==> config.mk <==
export PLATFORM = sky130hd
export DESIGN_NAME = irq_arb2
export DESIGN_NICKNAME = d
export VERILOG_FILES = /design/src/rtl/irq_arb2_pkg.sv /design/src/rtl/irq_pick.sv /design/src/rtl/irq_svc.sv /design/src/rtl/irq_arb2.sv
export SDC_FILE = /design/constraint.sdc
export NUM_CORES = 1
export LEC_CHECK = 0
export ABC_AREA = 1
export ABC_CLOCK_PERIOD_IN_PS = 1000
export BUFFER_PORTS_ARGS = -buffer_cell sky130_fd_sc_hd__buf_2
export CORE_UTILIZATION = 39
export CTS_CLUSTER_DIAMETER = 50
export CTS_CLUSTER_SIZE = 30
export DETAILED_ROUTE_END_ITERATION = 8
export PLACE_DENSITY = 0.75
export SLEW_MARGIN = 40
export SYNTH_ARGS = -nofsm -noshare
export SYNTH_HDL_FRONTEND = slang
export SYNTH_SLANG_ARGS = --single-unit
==> constraint.sdc <==
create_clock -name clk -period 1 [get_ports clk]
set_input_delay 0.05 -clock clk [delete_from_list [all_inputs] [get_ports clk]]
set_output_delay 0.05 -clock clk [all_outputs]
set_load 0.03 [all_outputs]
==> src/rtl/irq_arb2_pkg.sv <==
package irq_arb2_pkg;
  localparam int unsigned LEVELS = 2;
  typedef enum logic {LVL_LO = 1'b0, LVL_HI = 1'b1} irq_lvl_e;
endpackage

==> src/rtl/irq_pick.sv <==
// Lowest-index-first selection over one level's eligible requests.
module irq_pick #(
  parameter int unsigned N  = 6,
  localparam int unsigned IW = (N > 1) ? $clog2(N) : 1
) (
  input  logic [N-1:0]  req,
  output logic          any,
  output logic [IW-1:0] idx
);
  always_comb begin
    any = 1'b0;
    idx = '0;
    for (int i = N - 1; i >= 0; i--) begin
      if (req[i]) begin
        any = 1'b1;
        idx = IW'(i);
      end
    end
  end
endmodule

==> src/rtl/irq_svc.sv <==
// In-service level tracking: one flag per level, innermost closed first.
module irq_svc (
  input  logic clk,
  input  logic rst,
  input  logic take,
  input  logic take_hi,
  input  logic reti,
  output logic svc_hi,
  output logic svc_lo
);
  always_ff @(posedge clk) begin
    if (rst) begin
      svc_hi <= 1'b0;
      svc_lo <= 1'b0;
    end else if (reti) begin
      if (svc_hi) svc_hi <= 1'b0;
      else        svc_lo <= 1'b0;
    end else if (take) begin
      if (take_hi) svc_hi <= 1'b1;
      else         svc_lo <= 1'b1;
    end
  end
endmodule

==> src/rtl/irq_arb2.sv <==
module irq_arb2
  import irq_arb2_pkg::*;
#(
  parameter int unsigned NSRC       = 6,
  parameter int unsigned VEC_W      = 16,
  parameter int unsigned VEC_BASE   = 3,
  parameter int unsigned VEC_STRIDE = 8
) (
  input  logic             clk,
  input  logic             rst,
  input  logic [NSRC-1:0]  irq_req,
  input  logic             glb_en,
  input  logic [NSRC-1:0]  src_en,
  input  logic [NSRC-1:0]  src_lvl,
  input  logic             insn_done,
  input  logic             reti,
  output logic             accept,
  output logic [VEC_W-1:0] vec_addr,
  output logic             svc_hi,
  output logic             svc_lo
);
  localparam int unsigned IW = (NSRC > 1) ? $clog2(NSRC) : 1;

  logic [NSRC-1:0] elig;
  logic [NSRC-1:0] lvl_req [LEVELS];
  logic [LEVELS-1:0] lvl_any;
  logic [IW-1:0]   lvl_idx [LEVELS];
  logic            hi_ok, lo_ok, take, take_hi;
  logic [IW-1:0]   win_idx;

  assign elig           = irq_req & src_en & {NSRC{glb_en}};
  assign lvl_req[LVL_HI] = elig & src_lvl;
  assign lvl_req[LVL_LO] = elig & ~src_lvl;

  for (genvar g = 0; g < LEVELS; g++) begin : g_lvl
    irq_pick #(.N(NSRC)) u_pick (
      .req (lvl_req[g]),
      .any (lvl_any[g]),
      .idx (lvl_idx[g])
    );
  end

  // High level is blocked only by itself; low level by either flag.
  assign hi_ok   = lvl_any[LVL_HI] & ~svc_hi;
  assign lo_ok   = lvl_any[LVL_LO] & ~svc_hi & ~svc_lo;
  assign take    = insn_done & ~reti & (hi_ok | lo_ok);
  assign take_hi = hi_ok;
  assign win_idx = hi_ok ? lvl_idx[LVL_HI] : lvl_idx[LVL_LO];

  irq_svc u_svc (
    .clk     (clk),
    .rst     (rst),
    .take    (take),
    .take_hi (take_hi),
    .reti    (reti),
    .svc_hi  (svc_hi),
    .svc_lo  (svc_lo)
  );

  always_ff @(posedge clk) begin
    if (rst) begin
      accept   <= 1'b0;
      vec_addr <= '0;
    end else begin
      accept <= take;
      if (take)
        vec_addr <= VEC_W'(VEC_BASE) + VEC_W'(VEC_STRIDE) * VEC_W'(win_idx);
    end
  end
endmodule

======== Yosys cells after proc, flatten, opt, wreduce, memory -nomap -nowiden ========
Index checks and enable logic that the tools add are counted.
storage, ports and cells
  input port bits ......................... 23
  word-level logic and storage cells ...... 54
  output and inout port bits .............. 19
  register bits after elaboration ......... 19
operators by class
  $add $sub $neg .......................... 1
  muxes and demuxes ....................... 29
  reduce and logical (&&, ||, !) cells .... 4
  equality and inequality tests ........... 2
  bitwise gates (word level) .............. 14
operators by type and width
  cell                                           number
  2-to-1 mux 3 bit                               13
  AND 6 bit                                      4
  2-to-1 mux 1 bit                               16
  adder 2 x 6 -> 7 bit (first input constant)    1
  inverter 6 bit                                 1
  AND 1 bit                                      5
  inequality test 2 bit (second input constant)  2
  inverter 1 bit                                 3
  AND reduction 3 bit                            1
  AND reduction 2 bit                            1
  nonzero test 2 bit                             1
  OR reduction 2 bit                             1
  OR 1 bit                                       1

======== Depth between registers and ports, before layout ========
  word-level depth ........................ 15
  mapped depth ............................ 12
  gate-level depth less buffers ........... 11

======== Hierarchy ========
Synthesis repeated with hierarchy kept, for this count alone.
unflattened totals
  cells, all modules ...................... 126
  area, all modules ....................... 726.9 µm²
by module, submodules not included
  module    cells each  instances  area each (µm²)
  irq_arb2  80          1          484.2
  irq_pick  15          2          72.6
  irq_svc   16          1          97.6

======== Least setup slack after synthesis ========
Ideal clock, no wire load.
  path type ............................... register -> register
  start ................................... register u_svc.svc_hi
  end ..................................... register vec_addr[5]
  clock period less this slack ............ 1208 ps
  stages on the path, launching flop included .. 9
  data required time ...................... 938 ps
  library setup time ...................... 62 ps
  arrival time ............................ 1146 ps
  setup slack ............................. -208 ps
  cell sequence ........................... dfxtp_1 inv_1 o21ai_2 nand2_4 nand2_4 nand2_2 nand2_1 inv_2 nor2_2
between the ends
  longest elaborated chain between the ends .. 5
ends and longest elaborated chain
  element                                                                       RTL line                        RTL
  from (decl)                                                                   irq_svc.sv:8                    output logic svc_hi,
  from (signal assigned)                                                        irq_svc.sv:13                   svc_hi <= 1'b0;
  from (signal assigned)                                                        irq_svc.sv:16                   if (svc_hi) svc_hi <= 1'b0;
  from (signal assigned)                                                        irq_svc.sv:19                   if (take_hi) svc_hi <= 1'b1;
  inverter 1 bit (*)                                                            irq_arb2.sv:44, irq_arb2.sv:45
  parallel branches: the longest is 4 deep, another holds adder 2 x 6 -> 7 bit  -
  to (signal assigned)                                                          irq_arb2.sv:67                  vec_addr <= VEC_W'(VEC_BASE) + VEC_W'(VEC_STRIDE) * VEC_W'(win_idx);
  to (decl)                                                                     irq_arb2.sv:18                  output logic [VEC_W-1:0] vec_addr,
Every way passes the cells marked *.
A chain may end at the register's enable or synchronous reset.

======== Final worst setup path ========
Same ends and word-level chain as after synthesis.

==> parameters.txt <==
Parameter                              Value

Global route
  Maximum number of pins on one net before global-route repair    11
  GRT Residual Overflow    0
  Number of antenna violations at the first check in global routing    0
  Global-route wire length before repair    2290 um
  Number of global-route vias before repair    611
  Global-route usage over all layers    14.6%

Setup path
  CP max FO    5
  Required time of the worst setup path    1190 ps
  Endpoint of the worst setup timing path    vec_addr[5]$_SDFFE_PP0P_
  RR Startpoint    u_svc.svc_hi$_SDFFE_PP0P_
  WP buf/inv    2
  Slowest Stage Delay on Critical Path    400 ps
  Worst path top cell family by delay    flip-flops
  Crit path from    u_svc.svc_hi$_SDFFE_PP0P_
  Reg-to-reg critical path endpoint    vec_addr[5]$_SDFFE_PP0P_
  Total stage count of the critical path    8
  Worst Path Arrival    1180 ps
  Critical path type    flip-flop to flip-flop
  Setup crit start kind    flip-flop
  Most used cell along the critical path    nand2_4
  Reg2Reg Depth    8
  Slowest stage cell, crit path    dfxtp_4
  Cell-by-cell trace of the critical path    inv_6, o21ai_4, nand2_4, nand2_4, nand2_2, nand2_1, inv_2, nor2_2
  Flop-to-flop setup slack    10 ps
  Type of destination of the critical path    flip-flop

Placed design
  Inst Count DP    175
  Post-detailed-placement half-perimeter wirelength    1260 um
  IO Port Bufs    30
  RePlAce Congestion    0.817
  Post-Place Setup Slack    -225 ps

Floorplan
  Std-Cell Rows    15
  Die width    46.6 um
  Die footprint    2170 um^2
  Die boundary height    46.6 um
  Initial core utilization    43.1%
  IO Pins    42
  Core ar.    1800 um^2

Power
  Total power    950 uW
  Clock network fraction of total power    26.7%
  Switching power    374 uW
  Sequential cell fraction of total power    32.1%
  Combinational group share of total power    41.1%
  Internal power of the cells    577 uW
  Power density of the placed cells    932 nW/um^2
  Leakage    0.557 nW
  Net Sw Frac    39.3%
  Max VDD drop    0.588 mV

STA
  Fin Clk Skew    1.02 ps
  Worst Setup Slack, final    10.3 ps
  Final clock period utilization by the worst path    99.0%
  Number of setup violations in the final report    0
  RSZ-0062 raised after global routing    true
  Final count of pins violating max slew    0
  Achievable clock frequency    1.01 GHz
  Hold Fails Final Rpt    0
  Post-route minimum period    990 ps

Synth
  Portion of the post-synthesis area used by sequential elements    18.0%
  Flip-flop and latch count after synthesis    7
  Number of instances in the synthesized netlist    120
  Mapped Avg Cell Area    6.47 um^2
  Syn Std Cell Area    777 um^2
  Synth unique cells    22
  Synthesis warning total    0

Clock network
  Number of buffers on the longest clock path    2
  Clock input transition at the sequential cells of the worst setup and hold paths    50 ps
  Cts bufs inserted    3
  Number of sinks driven by the clock tree    7
  TritonCTS clock tree    done
  Postcts setup bufs    0
  # H-tree levels    1
  CTS Root Cell    clkbuf_4
  Latest clock arrival within the worst-skew pair    250 ps

Run
  Number of max-cap violations    0

Drt
  Ratio of routed vias to standard cells    4.46
  First-pass iteration count of the detailed router    4
  Vias    803
  Residual antenna-violating net count after detailed routing    0
  Routed wirelength normalized by instance count    8.66 um
  Final routed wirelength across all metal layers    1560 um
  Remaining routing DRC violations    0
  Iter 0 DRT Violations    20

Final layout
  Net total in the final layout    179
  Antenna diodes    0
  Total area of multi-input combinational cells    553 um^2
  Non-filler cells, final    180
  Area taken by flip-flops and latches    144 um^2
  Fill count    200
  Synthesis-to-finish area growth    31.2%
  Ratio of cells with drive above 1 in the final layout    47.1%

Min path
  Worst Hold Class    input port to flip-flop

Status
  Status    complete, no violations
## state kept, by name, indices dropped and copies added (netlist names)
register and cells:
accept 1, vec_addr 4, u_svc.svc_hi 1, u_svc.svc_lo 1
## power by group through the flow
stage          clock network (mW)  registers [mW]  logic (mW)
6_report                    0.254           0.305       0.391
5_1_grt                     0.281           0.308       0.430
4_1_cts                     0.260           0.305       0.366
3_5_place_dp                    0           0.311       0.362
3_3_place_gp                    0           0.310       0.356
2_1_floorplan                   0           0.345       0.265
## Yosys cell counts
library cell   n  area [um^2]
o21ai_2        1         8.76
nand2_4        2         22.5
nand4_1        4         25.0
buf_6          1         11.3
a21oi_1        1         5.00
nand2_2        3         18.8
conb_1         1         3.75
buf_4         12         90.1
nor3_1         1         5.00
and2_4         1         8.76
nand3_2        5         50.1
o21ai_0        4         20.0
nor2_2         7         43.8
nor2_1        16         60.1
nand3_1        6         30.0
nand3_4        2         35.0
nand3b_1       1         7.51
dfxtp_1        7          140
inv_1         19         71.3
nor2_4         3         33.8
nand2_1       22         82.6
inv_2          1         3.75
## layout by cell type (no fill, tap or decap), types with 6 or more instances in the layout
cell	count
buf_2	29
conb_1	11
nor2_2	10
nand3_2	6
nor2_4	6
nor2_1	10
nand2_1	19
dfxtp_1	6
inv_1	18
## kinds of logic (layout without fill, tap and decap cells)
family | after synthesis | in the layout | share of synthesized area, %
simple gates | 73 | 73 | 54.4
buf+inv | 33 | 58 | 22.7
flops | 7 | 7 | 18.0
compound gates | 6 | 6 | 4.35
other cells | 1 | 11 | 0.483
## through the flow
stage / utilization, % / setup TNS [ps] / cell area [um^2] / hold WS, ps
after global placement: 51.2 / -897 / 923 / 247
after CTS: 53.3 / 0 / 960 / 37.1
after detailed placement: 51.2 / -1150 / 923 / 250
after global routing: 56.6 / -125 / 1020 / 45.6
after floorplan: - / 0 / 821 / 122
final: 56.6 / 0 / 1020 / 40.5
## tightest hold or removal path: cells and delay by family
kind | cells | cell delay, ps
AND/OR/NAND/NOR | 1 | 50
buffers and inverters | 2 | 120
AO/OA/AOI/OAI | 1 | 30
## cell type report
cell class,instances,share of cell area [%]
Inverter,20,7.85
Sequential cell,7,14.1
Multi-Input combinational cell,90,54.2
Timing Repair Buffer,34,18.2
Tap cell,25,3.07
Clock buffer,4,2.58
## worst min path at each step
| stage | from | slack [ps] | cells after the start | end |
|---|---|---|---|---|
| 2_1_floorplan | rst | 120 | 1 | accept$_SDFF_PP0_ |
| 3_3_place_gp | rst | 250 | 2 | vec_addr[1]$_SDFFE_PP0P_ |
| 3_5_place_dp | rst | 250 | 2 | accept$_SDFF_PP0_ |
| 4_1_cts | reti | 40 | 4 | u_svc.svc_hi$_SDFFE_PP0P_ |
| 5_1_grt | reti | 50 | 4 | u_svc.svc_hi$_SDFFE_PP0P_ |
| 6_report | reti | 40 | 4 | u_svc.svc_hi$_SDFFE_PP0P_ |
## repair_timing
action,in CTS,in global routing
hold buffers,1,0
resized for setup,0,17
endpoints found under the setup margin,0,5
endpoints found under the hold margin,2,0
## per-layer routing
metal  GRT usage [%]  wire, um  part of all wire (%)
met1            18.6       708                    45
met2            24.4       734                    47
met5               0         0                     0
met3            4.71       112                   7.2
met4            1.71         4                  0.26
Power figures use the tool's default switching activity.
